`config.mk`:
```
export PLATFORM = sky130hd
export DESIGN_NAME = frame_desc_dma
export DESIGN_NICKNAME = d
export VERILOG_FILES = /design/src/rtl/dma_pkg.sv /design/src/rtl/dma_csr.sv /design/src/rtl/dma_poll_timer.sv /design/src/rtl/dma_walker.sv /design/src/rtl/frame_desc_dma.sv
export SDC_FILE = /design/constraint.sdc
export NUM_CORES = 1
export LEC_CHECK = 0
export BUFFER_PORTS_ARGS = -buffer_cell sky130_fd_sc_hd__buf_2
export CAP_MARGIN = 10
export CORE_ASPECT_RATIO = 0.75
export CORE_MARGIN = 2
export CORE_UTILIZATION = 45
export CTS_BUF_LIST = sky130_fd_sc_hd__clkbuf_4 sky130_fd_sc_hd__clkbuf_8
export CTS_CLUSTER_DIAMETER = 100
export DETAILED_ROUTE_END_ITERATION = 12
export PLACE_DENSITY = 0.66
export SETUP_SLACK_MARGIN = 0.05
export SLEW_MARGIN = 20
export SYNTH_ARGS = -nofsm -noshare
export SYNTH_HDL_FRONTEND = slang
export SYNTH_SLANG_ARGS = --single-unit
```
`constraint.sdc`:
```
create_clock -name clk -period 6.5 [get_ports clk]
set_input_delay 0.325 -clock clk [delete_from_list [all_inputs] [get_ports clk]]
set_output_delay 0.325 -clock clk [all_outputs]
set_load 0.005 [all_outputs]
```
`src/rtl/dma_pkg.sv`:
```
// Shared constants and types for the descriptor-chain frame mover.
// Assumes 32-bit words and byte addresses with word-aligned descriptors.
package dma_pkg;
    localparam int WORD      = 32;
    localparam int CTL_OWN   = 31;
    localparam int CTL_NEXT  = 30;
    localparam int CTL_POLL  = 29;
    localparam int IRQ_FRAME = 0;
    localparam int IRQ_NOTOWN = 1;
    localparam int IRQ_CHAIN = 2;
    localparam int NIRQ      = 3;

    typedef enum logic [3:0] {
        ST_IDLE, ST_RD_CTL, ST_RD_BUF, ST_RD_NXT, ST_RD_DATA,
        ST_PUSH, ST_WR_STS, ST_WR_CTL, ST_POLL
    } walk_state_t;
endpackage

```
`src/rtl/dma_csr.sv`:
```
// Register port of the frame mover: start, next pointer, interrupt enable
// and sticky write-1-to-clear status. Assumes hardware set pulses last one cycle.
module dma_csr
    import dma_pkg::*;
(
    input  logic            clk,
    input  logic            rst_n,
    input  logic            reg_wr,
    input  logic [1:0]      reg_sel,
    input  logic [WORD-1:0] reg_wdata,
    output logic [WORD-1:0] reg_rdata,
    input  logic            busy,
    input  logic [NIRQ-1:0] hw_set,
    output logic            start,
    output logic [WORD-1:0] next_ptr,
    output logic            irq
);
    logic [NIRQ-1:0] en_q;
    logic [NIRQ-1:0] sts_q;
    logic            wr_idle;

    assign wr_idle = reg_wr && !busy;
    assign start   = wr_idle && (reg_sel == 2'd0) && reg_wdata[0];
    assign irq     = |(sts_q & en_q);

    // Holds the next pointer and enables; pointer writes only while idle.
    always_ff @(posedge clk) begin
        if (!rst_n) begin
            next_ptr <= '0;
            en_q     <= '0;
        end else begin
            if (wr_idle && reg_sel == 2'd1) next_ptr <= reg_wdata;
            if (reg_wr && reg_sel == 2'd2)  en_q     <= reg_wdata[NIRQ-1:0];
        end
    end

    // Sticky status: write-1 clears, hardware set wins in the same cycle.
    always_ff @(posedge clk) begin
        if (!rst_n) sts_q <= '0;
        else if (reg_wr && reg_sel == 2'd3) sts_q <= (sts_q & ~reg_wdata[NIRQ-1:0]) | hw_set;
        else sts_q <= sts_q | hw_set;
    end

    // Read multiplexer.
    always_comb begin
        reg_rdata = '0;
        case (reg_sel)
            2'd0: reg_rdata[0] = busy;
            2'd1: reg_rdata = next_ptr;
            2'd2: reg_rdata[NIRQ-1:0] = en_q;
            default: reg_rdata[NIRQ-1:0] = sts_q;
        endcase
    end

    // no status bit drops without a write to the status register.
    assert_sticky_status_R9: assert property (@(posedge clk) disable iff (!rst_n)
        !(reg_wr && reg_sel == 2'd3) |=> ((sts_q & $past(sts_q)) == $past(sts_q)));
endmodule

```
`src/rtl/dma_poll_timer.sv`:
```
// Gap counter between re-reads of a descriptor not yet owned by the engine.
// Assumes one load pulse per poll; busy is high for GAP cycles after it.
module dma_poll_timer #(
    parameter int GAP = 8
) (
    input  logic clk,
    input  logic rst_n,
    input  logic load,
    output logic busy
);
    localparam int CW = $clog2(GAP + 2);
    logic [CW-1:0] cnt_q;

    assign busy = (cnt_q != '0);

    // Loads the gap on a poll and counts it down.
    always_ff @(posedge clk) begin
        if (!rst_n) cnt_q <= '0;
        else if (load) cnt_q <= CW'(GAP);
        else if (busy) cnt_q <= cnt_q - 1'b1;
    end
endmodule

```
`src/rtl/dma_walker.sv`:
```
// Descriptor walker: fetches descriptor words, moves frame words to the stream,
// writes status and returns ownership, then follows, polls or stops.
// Assumes memory returns read data together with mem_ack.
module dma_walker
    import dma_pkg::*;
#(
    parameter int LEN_W = 16
) (
    input  logic            clk,
    input  logic            rst_n,
    input  logic            start,
    input  logic [WORD-1:0] start_ptr,
    output logic            mem_req,
    output logic            mem_we,
    output logic [WORD-1:0] mem_addr,
    output logic [WORD-1:0] mem_wdata,
    input  logic [WORD-1:0] mem_rdata,
    input  logic            mem_ack,
    output logic            fifo_valid,
    output logic [WORD-1:0] fifo_data,
    output logic            fifo_last,
    input  logic            fifo_ready,
    output logic            poll_load,
    input  logic            poll_busy,
    output logic            busy,
    output logic [NIRQ-1:0] hw_set
);
    localparam int PADW = WORD - LEN_W - 2;
    localparam int STSW = WORD - 1 - LEN_W;

    walk_state_t      st_q;
    logic [WORD-1:0]  cur_q, ctl_q, buf_q, nxt_q, dat_q;
    logic [LEN_W-1:0] idx_q, len;
    logic             ctl_ack, frame_end;

    assign len       = ctl_q[LEN_W-1:0];
    assign busy      = (st_q != ST_IDLE);
    assign ctl_ack   = (st_q == ST_RD_CTL) && mem_ack;
    assign frame_end = (st_q == ST_WR_CTL) && mem_ack;
    assign poll_load = ctl_ack && !mem_rdata[CTL_OWN] && mem_rdata[CTL_POLL];
    assign fifo_valid = (st_q == ST_PUSH);
    assign fifo_data  = dat_q;
    assign fifo_last  = (idx_q == len - LEN_W'(1));

    // Interrupt cause pulses towards the register block.
    always_comb begin
        hw_set = '0;
        hw_set[IRQ_FRAME]  = frame_end;
        hw_set[IRQ_NOTOWN] = poll_load;
        hw_set[IRQ_CHAIN]  = (frame_end && !ctl_q[CTL_NEXT]) ||
                             (ctl_ack && !mem_rdata[CTL_OWN] && !mem_rdata[CTL_POLL]);
    end

    // Memory request decode from the current state.
    always_comb begin
        mem_req   = 1'b1;
        mem_we    = 1'b0;
        mem_addr  = cur_q;
        mem_wdata = '0;
        case (st_q)
            ST_RD_CTL:  mem_addr = cur_q;
            ST_RD_BUF:  mem_addr = cur_q + 32'd4;
            ST_RD_NXT:  mem_addr = cur_q + 32'd8;
            ST_RD_DATA: mem_addr = buf_q + {{PADW{1'b0}}, idx_q, 2'b00};
            ST_WR_STS: begin
                mem_we    = 1'b1;
                mem_addr  = cur_q + 32'd12;
                mem_wdata = {1'b1, {STSW{1'b0}}, len};
            end
            ST_WR_CTL: begin
                mem_we    = 1'b1;
                mem_wdata = ctl_q & ~(32'd1 << CTL_OWN);
            end
            default: mem_req = 1'b0;
        endcase
    end

    // Walk state machine and descriptor registers.
    always_ff @(posedge clk) begin
        if (!rst_n) begin
            st_q  <= ST_IDLE;
            cur_q <= '0;
            ctl_q <= '0;
            buf_q <= '0;
            nxt_q <= '0;
            dat_q <= '0;
            idx_q <= '0;
        end else begin
            case (st_q)
                ST_IDLE: if (start) begin
                    cur_q <= start_ptr;
                    st_q  <= ST_RD_CTL;
                end
                ST_RD_CTL: if (mem_ack) begin
                    ctl_q <= mem_rdata;
                    if (mem_rdata[CTL_OWN])       st_q <= ST_RD_BUF;
                    else if (mem_rdata[CTL_POLL]) st_q <= ST_POLL;
                    else                          st_q <= ST_IDLE;
                end
                ST_RD_BUF: if (mem_ack) begin
                    buf_q <= mem_rdata;
                    st_q  <= ST_RD_NXT;
                end
                ST_RD_NXT: if (mem_ack) begin
                    nxt_q <= mem_rdata;
                    idx_q <= '0;
                    st_q  <= (len == '0) ? ST_WR_STS : ST_RD_DATA;
                end
                ST_RD_DATA: if (mem_ack) begin
                    dat_q <= mem_rdata;
                    st_q  <= ST_PUSH;
                end
                ST_PUSH: if (fifo_ready) begin
                    if (fifo_last) st_q <= ST_WR_STS;
                    else begin
                        idx_q <= idx_q + 1'b1;
                        st_q  <= ST_RD_DATA;
                    end
                end
                ST_WR_STS: if (mem_ack) st_q <= ST_WR_CTL;
                ST_WR_CTL: if (mem_ack) begin
                    if (ctl_q[CTL_NEXT]) begin
                        cur_q <= nxt_q;
                        st_q  <= ST_RD_CTL;
                    end else st_q <= ST_IDLE;
                end
                ST_POLL: if (!poll_busy) st_q <= ST_RD_CTL;
                default: st_q <= ST_IDLE;
            endcase
        end
    end

    // request fields hold until acknowledged.
    assert_req_hold_R12: assert property (@(posedge clk) disable iff (!rst_n)
        mem_req && !mem_ack |=> mem_req && $stable(mem_addr) && $stable(mem_we) && $stable(mem_wdata));
    // a stalled stream word stays put.
    assert_stream_hold_R3: assert property (@(posedge clk) disable iff (!rst_n)
        fifo_valid && !fifo_ready |=> fifo_valid && $stable(fifo_data) && $stable(fifo_last));
endmodule

```
`src/rtl/frame_desc_dma.sv`:
```
// Top of the descriptor-chain frame mover: register block, walker and poll
// gap timer. Assumes a single-cycle-or-longer acknowledged memory port.
module frame_desc_dma
    import dma_pkg::*;
#(
    parameter int LEN_W    = 16,
    parameter int POLL_GAP = 8
) (
    input  logic        clk,
    input  logic        rst_n,
    input  logic        reg_wr,
    input  logic [1:0]  reg_sel,
    input  logic [31:0] reg_wdata,
    output logic [31:0] reg_rdata,
    output logic        mem_req,
    output logic        mem_we,
    output logic [31:0] mem_addr,
    output logic [31:0] mem_wdata,
    input  logic [31:0] mem_rdata,
    input  logic        mem_ack,
    output logic        fifo_valid,
    output logic [31:0] fifo_data,
    output logic        fifo_last,
    input  logic        fifo_ready,
    output logic        irq
);
    logic            start, busy, poll_load, poll_busy;
    logic [WORD-1:0] next_ptr;
    logic [NIRQ-1:0] hw_set;

    dma_csr u_csr (
        .clk(clk), .rst_n(rst_n), .reg_wr(reg_wr), .reg_sel(reg_sel),
        .reg_wdata(reg_wdata), .reg_rdata(reg_rdata), .busy(busy),
        .hw_set(hw_set), .start(start), .next_ptr(next_ptr), .irq(irq)
    );

    dma_walker #(.LEN_W(LEN_W)) u_walk (
        .clk(clk), .rst_n(rst_n), .start(start), .start_ptr(next_ptr),
        .mem_req(mem_req), .mem_we(mem_we), .mem_addr(mem_addr),
        .mem_wdata(mem_wdata), .mem_rdata(mem_rdata), .mem_ack(mem_ack),
        .fifo_valid(fifo_valid), .fifo_data(fifo_data), .fifo_last(fifo_last),
        .fifo_ready(fifo_ready), .poll_load(poll_load), .poll_busy(poll_busy),
        .busy(busy), .hw_set(hw_set)
    );

    dma_poll_timer #(.GAP(POLL_GAP)) u_gap (
        .clk(clk), .rst_n(rst_n), .load(poll_load), .busy(poll_busy)
    );

    // the memory port is quiet while the poll gap runs.
    assert_quiet_poll_R7: assert property (@(posedge clk) disable iff (!rst_n)
        poll_busy |-> !mem_req);
    // a not-owned poll never coincides with frame or chain completion.
    assert_poll_alone_R7: assert property (@(posedge clk) disable iff (!rst_n)
        hw_set[IRQ_NOTOWN] |-> !hw_set[IRQ_FRAME] && !hw_set[IRQ_CHAIN]);
    // an idle engine drives neither memory nor stream.
    assert_idle_quiet_R1: assert property (@(posedge clk) disable iff (!rst_n)
        !busy |-> !mem_req && !fifo_valid);
endmodule

```
==> impl_summary.md, run 1 <==
Run status
The flow ran to the end, and the final reports show no timing, DRC or antenna violations.

Critical path
The largest individual stage delay along the critical path comes from the cell dfxtp_1. The source of the worst register-to-register timing path is u_walk.st_q[1]. The count of buffer and inverter cells on the critical path is 2.

In this design, the stage delay of the slowest critical-path cell is 0.51 ns. The worst-case reg-to-reg path depth is 8. For the worst setup path, the data arrival time is roughly 4 ns. The signal on the critical path passes through nor2_1 > and3_1 > inv_1 > fa_1 > nor2b_1 > nand4_1 > nor2_1 > and2_1 > a21oi_1 > or3_1 > a21oi_1 > o21ai_0 > buf_2. The worst flop-to-flop path endpoint is u_walk.idx_q[11]. The kind of launch point of the worst setup path is a register. Along the worst path, the maximum fanout reaches 22. The kind of critical path is register to output port. The cell family with the largest share of critical-path delay is simple AND/OR/NAND/NOR gates. For flop-to-flop paths, the worst setup slack is approximately 3.2 ns. The endpoint kind of the worst setup timing path is an output port.

Data on the critical path is required at its endpoint by 6.17 ns.

Timing
The total negative slack is 0 ns. In the post-route analysis, the smallest setup slack over all paths is around 2.1 ns. The setup clock skew after layout is 0.02460 ns. The fraction of the cycle the final worst path needs is 67.97%. At the pin with the least slew margin, the transition time is 1.028 ns.

The final critical-path required period is approximately 4.4 ns. The max-slew violation count came to 0. Setup repair after global routing left no endpoint under its margin. The final-report hold violation count was 0.

Static timing analysis puts the maximum clock frequency at 226.4 MHz. The headroom to the max-slew limit is 30.85%. Setup violations remaining at the end of the flow were counted as 0.

CTS
The clock transition at the registers of the reported paths is 0.06 ns. In this run the number of H-tree levels came out at 2. The total CTS buffers is 39. For this design, the sink count on the clock tree is 221.

For the worst-skew pair, the clock arrives at the later sink with an insertion delay of 0.55 ns. TritonCTS built the clock tree. The cell sitting at the root of the clock tree is a clkbuf_8. The longest clock path from root to sink contains 3 buffers.

Yosys
The count of flip-flops with a built-in enable after synthesis is 0. The most used flip-flop cell after synthesis is dfxtp_1. The largest area contributor in the synthesized netlist is dfxtp_1. The synthesized netlist net count is 1,765.

The number of warnings issued by yosys is 0. By area the synthesized netlist is led by dfxtp_1 (35%), nand2_1 (14%), a21boi_0 (9.8%). In this run the biggest area consumer among cell types represents 35.27% of the synthesized area.

The share of flip-flops with an asynchronous set or reset after synthesis is 0%. For this run, the register share of the synthesized area comes to 35.27%. The number of different library cells used by synthesis comes to 75. The cell count after synthesis is approximately 1,700. The synthesized design contains 221 register bits. After synthesis, the mean cell area works out to 7.511 sq um. The mapped netlist covers roughly 0.013 sq mm.

Power
The share of total power consumed by net switching is 34.70%. For this design the static power due to leakage is 6.009 nW. Internal power comes to about 2.7 mW.

The clock network is responsible for 34.0% of the overall power. In this run the power density over the cells is 278.8 mW/mm^2. The worst-case IR drop observed on VDD is 0.1424 mV.

Summed over all nets, the switching power comes to 1.408 mW. The final total power is 4.059 mW. The portion of total power attributed to sequential cells is about two fifths. The relative contribution of combinational cells to total power is 25.3%.

Global routing
Global routing used 28.33% of the available tracks. The number of global-route vias before repair is 11,320. The total overflow left after global routing is 0. The first global-routing pass estimated between 60,000 and 70,000 microns of wire.

The initial antenna violation count is 0. Entering global routing, the biggest net connects a little over 100 pins.

Route
The via count is 12,530. Using the TritonRoute via totals, the vias-per-cell ratio works out to 5.696. After detailed routing, the number of remaining DRC violations is 0. The routed design has 42,180 microns of wire. The detailed-route wire length per cell is 19.18 microns. The number of routed nets with antenna violations is 0. The DRC violation total after the first TritonRoute iteration is 1,292. The count of TritonRoute iterations in the first routing pass is 5.

Die
The top-level I/O count is 204. The die footprint is 0.02924 sq mm. The die outline height is 148.6 microns. The number of cell rows is 52. The total area inside the core boundary comes to about 0.027 sq mm.

The floorplan step set the die width to a little under 200 microns. For this configuration, the core starts out at a cell density of ~46%.

Min path
The worst hold path endpoint is u_csr.next_ptr[5]. The kind of path behind the tightest hold check is input port to register. The worst hold path begins at reg_wdata[5]. The cell depth of the worst hold path is 3.

Finish
The most frequent standard cell in the layout excluding fill and tap cells is nand2_1. The antenna diode count is 0. The count of nets after finishing is 1,914.

The fraction of final layout cells sized beyond drive strength 1 is 16.56%. After routing the design area is 0.01456 sq mm. The top cell types in the final layout, fill and taps aside, are nand2_1 (470), dfxtp_1 (221), buf_2 (202). The synthesis-to-finish area growth is 16.05%.

Placement
The placed standard-cell area is 0.01369 sq mm. The setup slack after placement is between 2 and 3 ns. The routability congestion estimate from global placement is 0.9110. The quantity of I/O buffers inserted on ports is 203.

The wire-length estimate of the detail-placed layout is 30,470 microns.

Run
The max capacitance violation total is 0.
[what timing repair did]
item | in CTS | in global routing
resized for setup | 0 | 0
endpoints found under the hold margin | 2 | 0
setup buffers | 0 | 0
hold buffers | 2 | 0
[synth_stat cells (3+ instances only)]
library cell,count
o31ai_1,6
nand4b_1,4
nand2_1,470
nor2b_1,15
nor4_1,9
nand3_1,78
a22oi_1,6
dfxtp_1,221
o221ai_1,7
and2_1,65
o22ai_1,10
a21boi_0,164
nand2b_1,10
mux2i_1,8
xor2_1,35
and4_1,5
and3_1,19
nor2_1,71
nand3b_1,5
a21o_1,8
o21a_1,3
o211ai_1,7
a22o_1,5
inv_1,24
a21oi_1,43
a31oi_1,12
or3_1,9
o21ai_0,58
nand4_1,15
ha_1,22
xnor2_1,33
buf_1,6
clkbuf_1,104
or4_1,3
nor3_1,21
o211a_1,33
a211o_1,3
o2111ai_1,4
nor3b_1,4
[worst min-delay path, stage by stage]
cell      delay [ns]
buf_2           0.10
nand2_1         0.04
a21boi_0        0.06
[layout make-up]
class	count	area, sq um
clock buffer	59	749.5
clock inverter	11	91.34
fill	2726	12640
inverter	24	90.09
multi-input combinational	1312	7604
sequential	221	4424
tap	351	439.2
timing repair buffer	221	1159
[flip-flops by register name (all words and copies together) (netlist names)]
| register | count |
|---|---|
| u_csr.sts_q | 3 |
| u_walk.idx_q | 16 |
| u_csr.next_ptr | 32 |
| u_walk.ctl_q | 31 |
| u_gap.cnt_q | 4 |
| u_walk.cur_q | 32 |
| u_walk.st_q | 4 |
| u_walk.buf_q | 32 |
| u_walk.fifo_data | 32 |
| u_csr.en_q | 3 |
| u_walk.nxt_q | 32 |
[worst max path at each step]
stage / from / end / slack, ns / cells after the start
finish: u_walk.st_q[3] / mem_addr[28] / 2.08 / 13
global route: u_walk.st_q[3] / mem_addr[28] / 1.72 / 13
CTS: u_walk.st_q[3] / mem_addr[28] / 2.10 / 13
detailed placement: u_walk.st_q[3] / mem_addr[28] / 2.68 / 13
global placement: u_walk.st_q[3] / mem_addr[28] / 2.81 / 13
floorplan: u_walk.st_q[0] / mem_addr[28] / 3.39 / 13
[logic make-up (layout without fill, tap and decap cells)]
group / count (synthesis) / count (layout) / share of synthesized area, %
AND/OR/NAND/NOR: 818 / 818 / 29.92
AO/OA/AOI/OAI: 391 / 391 / 22.32
flip-flops: 221 / 221 / 35.27
buffers and inverters: 137 / 315 / 4.229
XOR/XNOR: 68 / 68 / 4.748
adder cells (fa/ha/maj): 24 / 24 / 2.514
multiplexers: 11 / 11 / 0.9975
[stage by stage]
stage                     std cells  utilization, %  hold slack [ns]
final                          2199           53.52          0.03318
after global routing           2199           53.52          0.01892
after CTS                      2199           53.50         0.001573
after detailed placement       2127           50.34           0.4549
after global placement         2127           50.32           0.4483
after floorplan                1670               -           0.4388
[routing by layer]
layer / GRT usage (%) / wire (microns) / up-vias
met3: 7.279 / 4467 / 61
met1: 44.63 / 20800 / 5865
met5: 0 / 0 / -
met4: 7.293 / 840 / 0
li1: - / - / 6043
met2: 37.24 / 16080 / 556
[power by group through the flow]
stage | sequential, mW | clock (mW) | combinational [mW]
final | 1.65 | 1.38 | 1.03
after floorplan | 1.58 | 0 | 0.740
after CTS | 1.64 | 1.40 | 1.01
after global routing | 1.66 | 1.46 | 1.13
after detailed placement | 1.67 | 0 | 1.01
after global placement | 1.66 | 0 | 0.993
Power figures use the tool's default switching activity.
==> run 2: changes to the inputs <==
--- a/config.mk
+++ b/config.mk
@@ -13,7 +13,7 @@
 export CTS_BUF_LIST = sky130_fd_sc_hd__clkbuf_4 sky130_fd_sc_hd__clkbuf_8
 export CTS_CLUSTER_DIAMETER = 100
 export DETAILED_ROUTE_END_ITERATION = 12
-export PLACE_DENSITY = 0.66
+export PLACE_DENSITY = 0.68
 export SETUP_SLACK_MARGIN = 0.05
 export SLEW_MARGIN = 20
 export SYNTH_ARGS = -nofsm -noshare
==> constraint.sdc (replaced) <==
create_clock -name clk -period 3.7 [get_ports clk]
set_input_delay 0.185 -clock clk [delete_from_list [all_inputs] [get_ports clk]]
set_output_delay 0.185 -clock clk [all_outputs]
set_load 0.005 [all_outputs]
==> run 2 against run 1 <==
Compared with the run above:
- register-to-register slack worse by 2.5 ns
- die area unchanged
- total power up 81%
- clock-buffer cell count down 1
- first-iteration DRC count down 11%
- flip-flop and latch count unchanged
- critical path depth unchanged
- sequential share of layout area down 1.7 points
- non-clock buffer count up 84
- final cell count up 3.6%
- largest cell class unchanged
==> impl_summary.md, run 2 (synthesized netlist as in run 1, its figures left out) <==
Critical path
The top fanout value on the critical path is 7 (-68%). The critical path is of the register to output port type. The required time of the critical path is 3.51 ns (-2.66 ns). The critical path starts at u_walk.idx_q[0]. The source of the worst register-to-register timing path is u_walk.ctl_q[0]. The cell seen most often among critical-path stages is a211o_1. STA classifies the critical path startpoint as a register. The slowest library cell on the worst path is fa_2. Traced cell by cell, the critical path runs through ha_4 > inv_1 > fa_2 > nor2b_2 > o211ai_1 > a211o_1 > a211o_1 > a311oi_4 > buf_6 > nand2_1 > xor2_1 > o22ai_1 > buf_2.

STA classifies the critical path endpoint as an output port. The count of buffer and inverter cells on the critical path is 3 (+1). The worst stage delay on the critical path is 0.38 ns (-0.13 ns). The cell family with the largest share of critical-path delay is compound AO/OA/AOI/OAI gates.

The setup slack of the worst register-to-register path is 0.74 ns (-2.49 ns). The critical path data arrival time was 3.34 ns (-0.75 ns).

Power
The internal power component is 4.845 mW (+83%). The share of total power consumed by net switching was 34.21% (-0.49 points). The portion of total power attributed to sequential cells was 38.7% (-1.9 points). The fraction of power consumed by the clock network was 34.4% (+0.4 points). The power per cell area is 476.4 mW/mm^2 (+71%).

The leakage power total is 6.398 nW (+6.5%). The relative contribution of combinational cells to total power is 26.9% (+1.6 points). The power dissipated by switching net loads is 2.520 mW (+79%). The worst ir drop on vdd came to 0.2171 mV (+52%).

CTS
The clock tree from TritonCTS is built. The number of H-tree levels is 2 (unchanged). The clock root buffer is clkbuf_8. The maximum number of buffers from clock root to sink is 3 (unchanged). The sink count of the clock tree is 221 (unchanged).

The clock latency on the worst-skew pair is 0.56 ns (about the same). The total CTS buffers came to 37 (-5.1%). The clock transition at the registers of the reported paths is 0.07 ns (about the same).

Timing
The maximum operating frequency is 283.3 MHz. The headroom to the max-slew limit is 43.33% (+12 points). The setup clock skew after layout is 0.04932 ns (+0.02472 ns). The total setup violations reported at the end of the flow came to 0 (unchanged). The smallest setup slack after layout is 0.1705 ns (-1.912 ns). In the finished design, the share of the clock period the worst path needs comes to 95.39%. The final critical-path required period is approximately 3.5 ns. The total negative slack was 0 ns (unchanged). Setup repair after global routing could not meet its margin everywhere. The transition time of the tightest slew-check pin is 0.8423 ns (-0.1855 ns). The max-slew violation count is 0 (unchanged).

The final-report hold violation count was 0 (unchanged).

Die
The top-level I/O count is 204 (unchanged). The starting density of the core is 46.12% (unchanged). The die outline height is 148.6 microns (unchanged). The die outline width was 196.8 microns (unchanged).

The area of the core came to 0.02720 sq mm (unchanged). The number of cell rows is 52 (unchanged). The die footprint is 0.02924 sq mm (unchanged).

Placement
The quantity of I/O buffers inserted on ports came to 203 (unchanged). The placed standard-cell area was 0.01382 sq mm (+0.97%). The routability congestion estimate from global placement is 0.9187 (+0.85%).

The half-perimeter wire length after placement is 30,930 microns (+1.5%). The setup slack after placement was 0.2650 ns (-2.419 ns).

Global routing
The pin count of the biggest net entering global routing came to 208 (+100%). The first-pass GRT wire length was 67,420 microns (+4.0%). The global-route congestion overflow total was 0 (unchanged). The met1 usage in global routing is 45.12% (+0.49 points).

The initial antenna violation count is 1 (+1). The overall fraction of global-route tracks in use is 29.36% (+1.0 points). The global routing usage on met2 was 39.79% (+2.5 points). The busiest metal layer after global routing is met1. The global routing usage on met3 was 7.868% (+0.59 points). The number of global-route vias before repair is 11,730 (+3.6%).

Run status
The run finished with clean final reports.

Route
The via count came to 13,110 (+4.7%). The routed wire length is 44,060 microns (+4.4%). The vias per cell is 5.754 (+1.0%). The count of TritonRoute iterations in the first routing pass is 6 (+1). The DRC violation total after the first TritonRoute iteration was 1,154 (-11%). The number of routed nets with antenna violations is 0 (unchanged). The residual DRC count is 0 (unchanged).

The detailed-route wire length per cell was 19.33 microns (+0.78%).

Finish
Leaving out fill and tap cells, the most frequent cell in the layout is nand2_1. The core utilization of the finished layout is 56.85% (+3.3 points). The post-layout instance area is 0.01546 sq mm (+6.2%).

Relative to the synthesized area, the layout overhead comes to 23.25%. The fraction of final layout cells sized beyond drive strength 1 is 17.38% (+0.82 points). The library cells used most frequently in the layout, excluding fill and tap cells, are nand2_1 (470), dfxtp_1 (218), buf_2 (202). The antenna diode count is 0 (unchanged). The count of nets after finishing was 1,996 (+4.3%).

Run
The max capacitance violation total is 0 (unchanged).

Min path
The startpoint of the tightest hold check path is mem_ack. In this run the worst hold path is classified as input port to register.
run 2: power by group through the flow:
stage	registers, mW	logic [mW]	clock network (mW)
after floorplan	2.78	1.30	0
after global placement	2.87	1.85	0
after detailed placement	2.88	1.87	0
after CTS	2.83	1.94	2.57
after global routing	2.87	2.16	2.68
final	2.85	1.98	2.53
run 2: layout make-up:
class                   count  area, sq um
multi-input cells        1312         7657
fillers                  2529        11740
clock inverters             8        131.4
inverters                  24        90.09
well taps                 351        439.2
clock buffers              58        735.7
repair buffers            305         1976
flip-flops and latches    221         4431
run 2: per-stage QoR:
step                      std cells  hold WS, ns  total power [mW]
final                          2279      0.09045             7.365
after global routing           2279       0.1159             7.706
after CTS                      2277      0.05574             7.335
after detailed placement       2142       0.4445             4.753
after global placement         2142       0.4431             4.719
after floorplan                1670       0.3299             4.081
run 2: repair_timing:
item | 4_1_cts | 5_1_grt
setup endpoints to repair | 7 | 13
hold endpoints to repair | 159 | 0
buffers inserted | 4 | 2
hold buffers | 65 | 0
gates resized for setup | 13 | 9
pin swaps | 6 | 5
cloned | 0 | 0
run 2: worst min-delay path, cell delays in order:
cell,delay [ns]
buf_2,0.18
nand2_1,0.11
a21boi_0,0.09
run 2: worst paths after layout:
path,endpoint,depth (start not counted)
setup / recovery,mem_addr[26],13
hold / removal,u_csr.sts_q[0],3
setup reg to reg,u_walk.idx_q[7],10
hold reg to reg,u_walk.fifo_data[24],2
run 2: metal layers:
metal	vias up	share of wire [%]	wire length [microns]
li1	6204	-	-
met1	6166	48	21130
met2	672	39	17330
met3	71	11	4733
met4	0	1.9	858
met5	-	0	0
